[src/rtl/ccoal_pkg.sv]
package ccoal_pkg;

    localparam int unsigned CCOAL_CNT_W      = 20;
    localparam int unsigned CCOAL_TIME_W     = 16;
    localparam int unsigned CCOAL_TICK_SHIFT = 10;

    // Per-cycle update request to the pending counter
    typedef struct packed {
        logic inc;   // one completion
        logic ack;   // subtract acknowledge amount
        logic wr;    // direct overwrite
    } ccoal_ev_t;

    // Any software write to the count re-arms timer and edge detector
    function automatic logic ccoal_restart(input ccoal_ev_t ev);
        return ev.ack | ev.wr;
    endfunction

endpackage

[src/rtl/ccoal_counter.sv]
module ccoal_counter
    import ccoal_pkg::*;
#(
    parameter int unsigned CNT_W = CCOAL_CNT_W
) (
    input  logic             clk,
    input  logic             rst,
    input  ccoal_ev_t        ev,
    input  logic [CNT_W-1:0] ack_amt,
    input  logic [CNT_W-1:0] wr_val,
    output logic [CNT_W-1:0] cnt_o
);

    logic [CNT_W-1:0] cnt_q;
    logic [CNT_W-1:0] inc_term;
    logic [CNT_W-1:0] sub_term;

    always_comb begin
        inc_term = {{(CNT_W-1){1'b0}}, ev.inc};
        sub_term = ev.ack ? ack_amt : '0;
    end

    always_ff @(posedge clk) begin
        if (rst)         cnt_q <= '0;
        else if (ev.wr)  cnt_q <= wr_val;
        else             cnt_q <= cnt_q + inc_term - sub_term;
    end

    assign cnt_o = cnt_q;

    AST_CNT_INC: assert property (@(posedge clk) disable iff (rst)
        (ev.inc && !ev.ack && !ev.wr) |=> (cnt_q == $past(cnt_q) + 1'b1));

    AST_CNT_WR: assert property (@(posedge clk) disable iff (rst)
        ev.wr |=> (cnt_q == $past(wr_val)));

endmodule

[src/rtl/ccoal_timer.sv]
module ccoal_timer #(
    parameter int unsigned TIME_W     = 16,
    parameter int unsigned TICK_SHIFT = 10
) (
    input  logic              clk,
    input  logic              rst,
    input  logic              pending,
    input  logic              restart,
    input  logic [TIME_W-1:0] cfg_time,
    output logic              expired_o
);

    localparam int unsigned TMR_W = TIME_W + TICK_SHIFT;

    logic [TMR_W-1:0] tmr_q;
    logic [TMR_W-1:0] limit;
    logic             at_limit;

    generate
        if (TICK_SHIFT == 0) begin : g_no_scale
            assign limit = cfg_time;
        end else begin : g_scale
            assign limit = {cfg_time, {TICK_SHIFT{1'b0}}};
        end
    endgenerate

    assign at_limit = (tmr_q >= limit);

    always_ff @(posedge clk) begin
        if (rst || !pending || restart) tmr_q <= '0;
        else if (!at_limit)             tmr_q <= tmr_q + TMR_W'(1);
    end

    assign expired_o = (cfg_time != '0) && at_limit;

    AST_TMR_HELD_ZERO: assert property (@(posedge clk) disable iff (rst)
        !pending |=> (tmr_q == '0));

    AST_TMR_NO_WRAP: assert property (@(posedge clk) disable iff (rst)
        (at_limit && pending && !restart) |=> (tmr_q == $past(tmr_q)));

endmodule

[src/rtl/ccoal_fire.sv]
module ccoal_fire #(
    parameter int unsigned CNT_W = 20
) (
    input  logic             clk,
    input  logic             rst,
    input  logic [CNT_W-1:0] cnt,
    input  logic [CNT_W-1:0] cfg_num,
    input  logic             expired,
    input  logic             restart,
    input  logic             irq_en,
    output logic             irq_o
);

    logic [CNT_W-1:0] eff_num;
    logic             fire;
    logic             prev_q;

    always_comb begin
        eff_num = (cfg_num == '0) ? {{(CNT_W-1){1'b0}}, 1'b1} : cfg_num;
        fire    = (cnt != '0) && ((cnt >= eff_num) || expired);
    end

    always_ff @(posedge clk) begin
        if (rst || restart) prev_q <= 1'b0;
        else                prev_q <= fire;
    end

    assign irq_o = irq_en & fire & ~prev_q;

    AST_IRQ_GATED: assert property (@(posedge clk) disable iff (rst)
        !irq_en |-> !irq_o);

    AST_IRQ_ONE_CYCLE: assert property (@(posedge clk) disable iff (rst)
        (irq_o && !restart) |=> !irq_o);

    AST_IRQ_NEEDS_PENDING: assert property (@(posedge clk) disable iff (rst)
        (cnt == '0) |-> !irq_o);

endmodule

[src/rtl/cmpl_irq_coalescer.sv]
module cmpl_irq_coalescer
    import ccoal_pkg::*;
#(
    parameter int unsigned CNT_W      = CCOAL_CNT_W,
    parameter int unsigned TIME_W     = CCOAL_TIME_W,
    parameter int unsigned TICK_SHIFT = CCOAL_TICK_SHIFT
) (
    input  logic              clk,
    input  logic              rst,
    input  logic              cmpl_i,
    input  logic              ack_we_i,
    input  logic [CNT_W-1:0]  ack_amt_i,
    input  logic              cnt_we_i,
    input  logic [CNT_W-1:0]  cnt_wdata_i,
    input  logic [CNT_W-1:0]  cfg_num_i,
    input  logic [TIME_W-1:0] cfg_time_i,
    input  logic              irq_en_i,
    output logic [CNT_W-1:0]  done_cnt_o,
    output logic              irq_o
);

    ccoal_ev_t        ev;
    logic             restart;
    logic             pending;
    logic             expired;
    logic [CNT_W-1:0] cnt;

    always_comb begin
        ev.inc  = cmpl_i;
        ev.ack  = ack_we_i;
        ev.wr   = cnt_we_i;
        restart = ccoal_restart(ev);
    end

    ccoal_counter #(.CNT_W(CNT_W)) u_counter (
        .clk     (clk),
        .rst     (rst),
        .ev      (ev),
        .ack_amt (ack_amt_i),
        .wr_val  (cnt_wdata_i),
        .cnt_o   (cnt)
    );

    assign pending = (cnt != '0);

    ccoal_timer #(.TIME_W(TIME_W), .TICK_SHIFT(TICK_SHIFT)) u_timer (
        .clk       (clk),
        .rst       (rst),
        .pending   (pending),
        .restart   (restart),
        .cfg_time  (cfg_time_i),
        .expired_o (expired)
    );

    ccoal_fire #(.CNT_W(CNT_W)) u_fire (
        .clk     (clk),
        .rst     (rst),
        .cnt     (cnt),
        .cfg_num (cfg_num_i),
        .expired (expired),
        .restart (restart),
        .irq_en  (irq_en_i),
        .irq_o   (irq_o)
    );

    assign done_cnt_o = cnt;

    AST_ACK_UPDATES_CNT: assert property (@(posedge clk) disable iff (rst)
        (ack_we_i && !cnt_we_i && !cmpl_i) |=> (done_cnt_o == $past(done_cnt_o) - $past(ack_amt_i)));

    AST_WR_BEATS_EVENTS: assert property (@(posedge clk) disable iff (rst)
        (cnt_we_i && (cmpl_i || ack_we_i)) |=> (done_cnt_o == $past(cnt_wdata_i)));

endmodule

[config.mk]
export PLATFORM = sky130hd
export DESIGN_NAME = cmpl_irq_coalescer
export DESIGN_NICKNAME = d
export VERILOG_FILES = /design/src/rtl/ccoal_pkg.sv /design/src/rtl/ccoal_counter.sv /design/src/rtl/ccoal_timer.sv /design/src/rtl/ccoal_fire.sv /design/src/rtl/cmpl_irq_coalescer.sv
export SDC_FILE = /design/constraint.sdc
export NUM_CORES = 1
export LEC_CHECK = 0
export BUFFER_PORTS_ARGS = -buffer_cell sky130_fd_sc_hd__buf_2
export CAP_MARGIN = 25
export CELL_PAD_IN_SITES_DETAIL_PLACEMENT = 1
export CELL_PAD_IN_SITES_GLOBAL_PLACEMENT = 2
export CORE_MARGIN = 2
export CORE_UTILIZATION = 35
export CTS_BUF_LIST = sky130_fd_sc_hd__clkbuf_8
export DETAILED_ROUTE_END_ITERATION = 6
export PLACE_DENSITY_LB_ADDON = 0.1
export SLEW_MARGIN = 20
export SYNTH_ARGS = -nofsm -noshare
export SYNTH_HDL_FRONTEND = slang
export SYNTH_SLANG_ARGS = --single-unit
[constraint.sdc]
create_clock -name clk -period 9.21 [get_ports clk]
set_input_delay 0.921 -clock clk [delete_from_list [all_inputs] [get_ports clk]]
set_output_delay 0.921 -clock clk [all_outputs]
set_load 0.02 [all_outputs]
==> results of run 1 <==
## final timing paths
check | cells past startpoint | startpoint | slack [ns] | to
setup / recovery | 12 | cfg_num_i[11] | 4.66 | irq_o
hold / removal | 2 | u_timer.tmr_q[25]$_SDFFE_PP0N_ | 0.51 | u_timer.tmr_q[25]$_SDFFE_PP0N_
setup reg to reg | 12 | u_counter.cnt_o[0]$_SDFF_PP0_ | 6.23 | u_counter.cnt_o[16]$_SDFF_PP0_
hold reg to reg | 2 | u_timer.tmr_q[25]$_SDFFE_PP0N_ | 0.51 | u_timer.tmr_q[25]$_SDFFE_PP0N_
## layer usage
metal | up-vias | track usage (%) | part of all wire, %
met5 | - | 0 | 0
met4 | 0 | 6.12 | 1.7
met3 | 17 | 2.85 | 2.5
met2 | 68 | 40.8 | 51
met1 | 2217 | 26.1 | 45
li1 | 2304 | - | -
## power groups by stage
stage,sequential (mW),combinational (mW),clock (mW)
2_1_floorplan,0.269,0.295,0
3_3_place_gp,0.259,0.429,0
3_5_place_dp,0.259,0.442,0
4_1_cts,0.254,0.446,0.178
5_1_grt,0.256,0.501,0.186
6_report,0.253,0.444,0.171
## cell usage after synthesis (3+ instances only)
cell type / instances / area [um^2]
a2111oi_0: 5 / 43.8
a211o_1: 4 / 35.0
a211oi_1: 6 / 45.0
a21o_1: 13 / 97.6
a21oi_1: 57 / 285
and2_1: 3 / 18.8
and3_1: 7 / 43.8
clkbuf_1: 10 / 37.5
dfxtp_1: 47 / 941
ha_1: 76 / 951
inv_1: 56 / 210
nand2_1: 68 / 255
nand3_1: 12 / 60.1
nand3b_1: 3 / 22.5
nand4_1: 14 / 87.6
nor2_1: 24 / 90.1
nor2b_1: 5 / 31.3
nor3_1: 5 / 25.0
nor3b_1: 3 / 22.5
nor4_1: 17 / 106
o211ai_1: 7 / 52.6
o21a_1: 6 / 45.0
o21ai_0: 24 / 120
o31ai_1: 10 / 75.1
or3_1: 15 / 93.8
or4_1: 17 / 128
xnor2_1: 7 / 61.3
## state kept, by name, indices dropped and copies added, names as in the netlist
signal           flops
u_timer.tmr_q       26
u_counter.cnt_o     20
u_fire.prev_q        1
## through the flow
step	util, %	instance area, um^2	worst slack [ns]
after floorplan	-	4440	5.27
after global placement	40.5	5070	4.59
after detailed placement	40.5	5070	4.61
after CTS	41.4	5190	4.61
after global routing	41.4	5190	4.48
final	41.4	5190	4.66
## cell families after synthesis
logic type	synth area share, %
AO/OA/AOI/OAI	23.1
AND/OR/NAND/NOR	24.3
multiplexers	0.704
adder cells (fa/ha/maj)	21.9
buffers and inverters	7.04
flip-flops	21.2
XOR/XNOR	1.78
## layout make-up
cell class	instances	area share, %
clock buffer	5	1.33
tap	172	4.15
sequential	47	18.1
timing repair buffer	103	9.99
multi-input combinational	450	61.4
clock inverter	3	0.893
inverter	56	4.05
## critical path: cells and delay by family
kind	cells	cell delay, ns
AOI/OAI and AO/OA	6	1.30
adders and majority gates	1	0.29
buffers and inverters	2	0.30
and+or+nand+nor	3	0.82
==> metrics.md, run 1 <==
| Metric | Value |
|---|---|
| Status | complete, no violations |
| Leakage power | 2.47 nW |
| Power per standard cell area | between 150 and 200 mW/mm^2 |
| Area Growth Syn to Fin | 16.8% |
| Clk root buf | clkbuf_8 |
| Vias in the first global route | slightly below 5000 |
| Diodes inserted | 0 |
| Final hold vios | 0 |
| Setup_tns | 0 ns |
| Crit path cell chain | buf_2 > nor4_1 > nand4_1 > o41ai_1 > ha_1 > nand2b_1 > a21o_1 > a21o_1 > a21o_1 > a211oi_1 > a2111oi_2 > buf_2 |
| CTS Buf Count | 5 |
| Gate Count Post-Synth | 570 |
| WP data arrival | about 3.6 ns |
| Post-synth ARST share | 0% |
| Commonest cells after routing, fill and taps aside | buf_2, ha_1, nand2_1 |
| WHS | between 0.5 and 0.6 ns |
| WP data required | 8.29 ns |
| CP endpoint kind | output port |
| Internal power | between 0.4 and 0.5 mW |
| Seq/Total Area, Yosys | about a fifth |
| Gr usage total | between 20 and 25% |
| Final ANT Viol Nets | 0 |
| Syn Nets | 729 |
| Seq cells post-synth | 47 |
| Clk pwr share | between 10% and 20% |
| Pin count of the biggest net entering global routing | 38 |
| Max-Cap Viols | 0 |
| Unrepaired setup endpoints after global routing | false |
| Worst path most repeated cell | a21o_1 |
| Slowest-stage cell, CP | nor4_1 |
| Clk slew on worst S/H paths | roughly 0.1 ns |
| Switching power | about 0.38 mW |
| Finish-stage setup viols | 0 |
| Netlist cell types | 63 |
| Final wirelength | approximately 14000 um |
| Crit path kind | primary input to output port |
| Worst-case clock skew | roughly 0.017 ns |
| Synth Flop Type | dfxtp_1 |
| Hold WC Path Type | register to register |
| Post-synth EDFFs | 0 |
| First-pass DRT Iterations | 4 |
| Total grt overflow | 0 |
| DR vias/cell | between 5 and 6 |
| Period minus WS final | ~4.5 ns |
| Final HPWL DP | about 11000 um |
| First-pass GRT wire length | 23400 um |
| Initial Utilization | 35.5% |
| Post-route non-filler standard cell count | 836 |
| Die Wd | around 120 um |
| TritonCTS clock tree | done |
| Commonest non-fill, non-tap cell in the layout | buf_2 |
| Gate power share | between 50% and 60% |
| Die area | ~0.014 mm^2 |
| Final Wtd Congestion | approximately 0.84 |
| Clk_lat worst skew | ~0.34 ns |
| Net Sw Frac | between 40 and 50% |
| Power after layout | 0.869 mW |
| Starting DRT DRC Count | 113 |
| Tcrit/Tclk final | between 40% and 50% |
| Syn_area_per_cell | about 7.8 um^2 |
| Filler Cells Inserted | between 1500 and 2000 |
| Row Count | 41 |
| Share of cells above drive strength 1 | between 10% and 20% |
| Synth Cell Area | 0.00444 mm^2 |
| Max stage delay on crit path | around 0.52 ns |
| Resize count post-CTS | 0 |
| IO Pins | slightly above 100 |
| DP Cell Count | between 800 and 900 |
| Multi-input logic area | 0.00319 mm^2 |
| Sequential cell area | roughly 940 um^2 |
| Maximum clock frequency | roughly 0.22 GHz |
| CTS max path bufs | 2 |
| Hold Buf Count CTS | 0 |
| Nets | about 800 |
| Clock H-tree levels | 2 |
| Clk sinks | 47 |
| Port bufs | about 100 |
| Slew Limit Fails | 0 |
| VDD IR-drop max | approximately 0.000080 V |
| DR vias | 4606 |
| Yosys warning count | 0 |
| Initial antenna violation count | 0 |
| Worst-margin pin slew | roughly 0.72 ns |
| Seq pwr share | a little under 30% |
| Routed WL per cell | about 17 um |
| Slew headroom | roughly half |
| Post-CTS Setup Inserts | 0 |
| Worst setup SP type | primary input |
| Worst-path fanout max | 2 |
| CORE AREA | approximately 0.013 mm^2 |
| # DRC | 0 |
| Die height | around 120 um |
No activity file was read; power rests on OpenSTA's default activity.
==> run 2: changes to the inputs <==
Settings changed: CORE_UTILIZATION 35 to 32.
Clock period 9.21 ns to 4.44 ns, I/O delays scaled along.
==> metrics.md, run 2 (synthesis gave the netlist of run 1 again) <==
| Metric | Value |
|---|---|
| Slew Limit Fails | 0 (unchanged) |
| Max reg flops | 26 (unchanged) |
| Hold path cells | 2 (unchanged) |
| DR vias/cell | 5.37 (-2.5%) |
| Setup_tns | 0 ns (unchanged) |
| Leakage power | 2.48 nW (+0.14%) |
| Post-route non-filler standard cell count | 844 (+0.96%) |
| Largest Register | u_timer.tmr_q |
| Resize count post-CTS | 0 (unchanged) |
| Initial antenna violation count | 1 (+1) |
| Pin count of the biggest net entering global routing | 38 (unchanged) |
| # DRC | 0 (unchanged) |
| Clock H-tree levels | 2 (unchanged) |
| Worst setup SP type | primary input |
| CP endpoint kind | output port |
| Final wirelength | 14600 um (+1.2%) |
| CORE AREA | 0.0137 mm^2 (+9.6%) |
| VDD IR-drop max | 0.000171 V (+110%) |
| Worst-margin pin slew | 0.990 ns (+0.270 ns) |
| Unrepaired setup endpoints after global routing | false |
| Final HPWL DP | 11800 um (+2.3%) |
| Period minus WS final | 3.57 ns |
| Filler Cells Inserted | 1726 (+6.3%) |
| CP delay by family, top | compound AO/OA/AOI/OAI gates |
| Share of cells above drive strength 1 | 18.5% (unchanged) |
| Diodes inserted | 0 (unchanged) |
| Worst path most repeated cell | a21o_1 |
| Vias in the first global route | 4770 (-0.93%) |
| Commonest non-fill, non-tap cell in the layout | buf_2 |
| Util after Layout | 37.9% (-3.6 points) |
| R2R Path End | u_counter.cnt_o[18]$_SDFF_PP0_ |
| Port bufs | 102 (unchanged) |
| Starting DRT DRC Count | 142 (+26%) |
| Slew headroom | 33.5% (-18 points) |
| Clk_lat worst skew | 0.33 ns (about the same) |
| Multi-input logic area | 0.00319 mm^2 (unchanged) |
| Clk sinks | 47 (unchanged) |
| Hold EP | u_counter.cnt_o[14]$_SDFF_PP0_ |
| Nets | 822 (unchanged) |
| FF-to-FF setup slack | 1.31 ns (-4.92 ns) |
| Tcrit/Tclk final | 80.5% |
| DR vias | 4532 (-1.6%) |
| Worst r2r src | u_counter.cnt_o[0]$_SDFF_PP0_ |
| Final hold vios | 0 (unchanged) |
| Crit path kind | primary input to output port |
| Area Growth Syn to Fin | 17.0% |
| CTS max path bufs | 2 (unchanged) |
| Worst-case clock skew | 0.0138 ns (-0.00288 ns) |
| First-pass DRT Iterations | 4 (unchanged) |
| Max stage delay on crit path | 0.45 ns (-0.07 ns) |
| Worst-path fanout max | 2 (unchanged) |
| Slowest-stage cell, CP | nor4_1 |
| WP buf/inv | 2 (unchanged) |
| Power after layout | 1.79 mW (+110%) |
| Clk slew on worst S/H paths | 0.11 ns (about the same) |
| TritonCTS clock tree | done |
| DP Cell Count | 836 (+0.97%) |
| HP Start | cnt_wdata_i[14] |
| WHS | 0.328 ns (-0.183 ns) |
| Final ANT Viol Nets | 0 (unchanged) |
| Initial Utilization | 32.4% (-3.1 points) |
| Final Wtd Congestion | 0.870 (+3.9%) |
| Finish-stage setup viols | 0 (unchanged) |
| Gr usage total | 20.3% (-1.6 points) |
| Die area | 0.0148 mm^2 (+9.1%) |
| Die height | 122 um (+4.4%) |
| Status | complete, no violations |
| Maximum clock frequency | 0.280 GHz |
| Crit path cell chain | buf_2 > nor4_1 > nand4_1 > o41ai_1 > ha_1 > nand2b_1 > a21o_1 > a21o_1 > a21o_1 > a211oi_1 > a2111oi_2 > buf_2 |
| Row Count | 43 (+4.9%) |
| Post-CTS Setup Inserts | 0 (unchanged) |
| CTS Buf Count | 5 (unchanged) |
| Power per standard cell area | 345 mW/mm^2 (+110%) |
| Commonest cells after routing, fill and taps aside | buf_2, ha_1, nand2_1 |
| Routed WL per cell | 17.2 um (+0.26%) |
| Setup crit start | cfg_num_i[7] |
| WP data arrival | 3.13 ns (-0.50 ns) |
| Die Wd | 122 um (+4.4%) |
| Hold WC Path Type | primary input to register |
| Sequential cell area | 941 um^2 (unchanged) |
| IO Pins | 103 (unchanged) |
| Max-Cap Viols | 0 (unchanged) |
| Reg2Reg Depth | 12 (unchanged) |
| Hold Buf Count CTS | 0 (unchanged) |
| Total grt overflow | 0 (unchanged) |
| Clk root buf | clkbuf_8 |
| WP data required | 4.00 ns (-4.29 ns) |
| First-pass GRT wire length | 23500 um (+0.29%) |
run 2: changes by cell type in the layout (fill, tap and decap cells not counted), sizes merged:
cell and delta:
clkinv +2, inv -1, clkinvlp -1
run 2: worst max-delay path by stage:
| stage | to | slack, ns | cells after the start |
|---|---|---|---|
| 6_report | irq_o | 0.87 | 12 |
| 3_5_place_dp | irq_o | 0.82 | 12 |
| 2_1_floorplan | u_counter.cnt_o[17]$_SDFF_PP0_ | 1.26 | 11 |
| 3_3_place_gp | irq_o | 0.87 | 12 |
| 4_1_cts | irq_o | 0.81 | 12 |
| 5_1_grt | irq_o | 0.59 | 12 |
run 2: worst register-to-register path, delay by kind of cell, from the launching register on:
family                     cells  cell delay [ns]
and+or+nand+nor                2             0.33
DFF                            1             0.39
adders and majority gates      3             0.71
buffers and inverters          3             0.22
AOI/OAI and AO/OA              4             1.45
run 2: area by class of cell:
class                   count  share of cell area [%]
clock inverters             3                   0.843
multi-input cells         450                    61.4
inverters                  56                    4.05
well taps                 180                    4.34
clock buffers               5                    1.32
flip-flops and latches     47                    18.1
repair buffers            103                    9.97
run 2: per-stage QoR:
stage | cell area (um^2) | setup slack (ns)
4_1_cts | 5190 | 0.813
2_1_floorplan | 4440 | 1.26
5_1_grt | 5190 | 0.590
3_5_place_dp | 5080 | 0.824
6_report | 5190 | 0.867
3_3_place_gp | 5080 | 0.872
run 2: power by group:
| group | leakage, nW | internal [mW] | switching (mW) |
|---|---|---|---|
| Combinational | 2.04 | 0.388 | 0.533 |
| Sequential | 0.384 | 0.462 | 0.0639 |
| Clock | 0.0581 | 0.168 | 0.178 |
| Total | 2.48 | 1.02 | 0.775 |
run 2: routing by layer:
layer / routed length (um) / share of wire, % / track usage [%]
met2: 7560 / 52 / 38.9
met3: 427 / 2.9 / 3.23
met1: 6390 / 44 / 23.4
met5: 11 / 0.076 / 0
met4: 161 / 1.1 / 4.31
==> run 3: changes to the inputs <==
Clock period 4.44 ns to 3.6 ns, I/O delays scaled along.
==> metrics.md, run 3 (synthesis gave the netlist of run 1 again) <==
| Metric | Value |
|---|---|
| Status | complete, no violations |
| Finish-stage setup viols | 0 (unchanged) |
| Final HPWL DP | 12300 um (+4.9%) |
| Clk root buf | clkbuf_8 |
| Slew Limit Fails | 0 (unchanged) |
| Total grt overflow | 0 (unchanged) |
| Setup_tns | 0 ns (unchanged) |
| Max-Cap Viols | 0 (unchanged) |
| Diodes inserted | 0 (unchanged) |
| Worst-margin pin slew | 0.924 ns (-0.0663 ns) |
| Nets | 827 (+0.61%) |
| Post-route non-filler standard cell count | 849 (+0.59%) |
| Routed WL per cell | 18.0 um (+4.2%) |
| Die Wd | 122 um (unchanged) |
| Hold WC Path Type | primary input to register |
| Worst path most repeated cell | or4_1 |
| CORE AREA | 0.0137 mm^2 (unchanged) |
| Commonest non-fill, non-tap cell in the layout | buf_2 |
| Slew headroom | 38.0% (+4.4 points) |
| Power per standard cell area | 429 mW/mm^2 (+24%) |
| Die height | 122 um (unchanged) |
| DR vias/cell | 5.47 (+1.9%) |
| Hold Buf Count CTS | 0 (unchanged) |
| VDD IR-drop max | 0.000238 V (+39%) |
| CTS max path bufs | 2 (unchanged) |
| WP data required | 3.24 ns (-0.76 ns) |
| Worst-case clock skew | 0.00917 ns (-0.00461 ns) |
| Share of cells above drive strength 1 | 19.4% (+0.91 points) |
| Max stage delay on crit path | 0.54 ns (+0.09 ns) |
| CP delay by family, top | simple AND/OR/NAND/NOR gates |
| # DRC | 0 (unchanged) |
| Final hold vios | 0 (unchanged) |
| IO Pins | 103 (unchanged) |
| Clock H-tree levels | 2 (unchanged) |
| Worst-path fanout max | 6 (+4) |
| Tcrit/Tclk final | a little over nine tenths |
| Max reg flops | 26 (unchanged) |
| WP data arrival | 3.03 ns (-0.10 ns) |
| First-pass DRT Iterations | 4 (unchanged) |
| Slowest-stage cell, CP | or4_1 |
| Final ANT Viol Nets | 0 (unchanged) |
| Worst setup SP type | register |
| Period minus WS final | between 3 and 4 ns |
| CP endpoint kind | output port |
| DR vias | 4646 (+2.5%) |
| Unrepaired setup endpoints after global routing | false |
| First-pass GRT wire length | 24400 um (+3.8%) |
| Final wirelength | 15300 um (+4.9%) |
| Clk slew on worst S/H paths | 0.10 ns (about the same) |
| Vias in the first global route | 4878 (+2.3%) |
| Die area | 0.0148 mm^2 (unchanged) |
| Row Count | 43 (unchanged) |
| CTS Buf Count | 5 (unchanged) |
| Starting DRT DRC Count | 168 (+18%) |
| Area Growth Syn to Fin | 18.1% |
| DP Cell Count | 841 (+0.60%) |
| Commonest cells after routing, fill and taps aside | buf_2, ha_1, nand2_1 |
| Maximum clock frequency | a little under 0.3 GHz |
| Clk_lat worst skew | 0.33 ns (about the same) |
| Clk sinks | 47 (unchanged) |
| Crit path kind | register to output port |
| Largest Register | u_timer.tmr_q |
| Pin count of the biggest net entering global routing | 33 (-13%) |
| Crit path cell chain | or4_1 > or4_1 > a311oi_2 > nor4_2 > nand2b_4 > a2111oi_2 > buf_2 |
| Power after layout | 2.25 mW (+25%) |
| Gr usage total | 21.1% (+0.79 points) |
| Initial antenna violation count | 0 (-1) |
| WP buf/inv | 1 (-1) |
| Port bufs | 102 (unchanged) |
| Final Wtd Congestion | 0.849 (-2.4%) |
| TritonCTS clock tree | done |
| Leakage power | 2.50 nW (+1.1%) |
| Initial Utilization | 32.4% (unchanged) |
[run 3: changes by cell type in the layout (fill, tap and decap cells not counted)]
cell	delta
buf_4	+5
nor4_2	+1
a211oi_2	+1
a211oi_1	-1
nor4_1	-1
[run 3: routing by layer]
| layer | GRT usage [%] | share of wire, % | vias up |
|---|---|---|---|
| li1 | - | - | 2315 |
| met1 | 24.6 | 43 | 2218 |
| met2 | 39.1 | 51 | 89 |
| met3 | 2.29 | 3.2 | 24 |
| met4 | 8.05 | 2.9 | 0 |
| met5 | 0 | 0 | - |
[run 3: area by class of cell]
class | instances | area, um^2
inverters | 56 | 210
fillers | 1755 | 8480
clock buffers | 5 | 68.8
clock inverters | 3 | 43.8
well taps | 180 | 225
multi-input cells | 450 | 3200
flip-flops and latches | 47 | 941
repair buffers | 108 | 556
[run 3: final timing paths]
| kind | slack (ns) | to | cells past startpoint | start |
|---|---|---|---|---|
| setup / recovery | 0.21 | irq_o | 7 | u_timer.tmr_q[3]$_SDFFE_PP0N_ |
| hold / removal | 0.25 | u_counter.cnt_o[4]$_SDFF_PP0_ | 3 | cnt_wdata_i[4] |
| setup reg to reg | 0.62 | u_counter.cnt_o[17]$_SDFF_PP0_ | 8 | u_counter.cnt_o[6]$_SDFF_PP0_ |
| hold reg to reg | 0.50 | u_timer.tmr_q[25]$_SDFFE_PP0N_ | 2 | u_timer.tmr_q[25]$_SDFFE_PP0N_ |
[run 3: power breakdown]
| group | total (mW) | internal, mW | switching (mW) |
|---|---|---|---|
| sequential | 0.652 | 0.570 | 0.0826 |
| clock | 0.432 | 0.208 | 0.224 |
| combinational | 1.16 | 0.493 | 0.670 |
[run 3: worst min-delay path: stages]
cell,delay [ns]
buf_2,0.08
a21oi_1,0.05
nor2_1,0.07
[run 3: what timing repair did]
action | CTS | global route
gates resized for setup | 1 | 1
gates cloned | 0 | 0
setup buffers | 0 | 0
setup endpoints to repair | 1 | 1
[run 3: metrics by stage]
step / instance area, um^2 / hold WS (ns) / worst slack [ns] / utilization [%]
after floorplan: 4440 / 0.456 / 0.503 / -
after detailed placement: 5120 / 0.487 / 0.00719 / 37.3
after global routing: 5240 / 0.249 / 0.0700 / 38.2
after CTS: 5240 / 0.243 / 0.135 / 38.2
final: 5240 / 0.255 / 0.210 / 38.2
after global placement: 5120 / 0.469 / 0.145 / 37.3
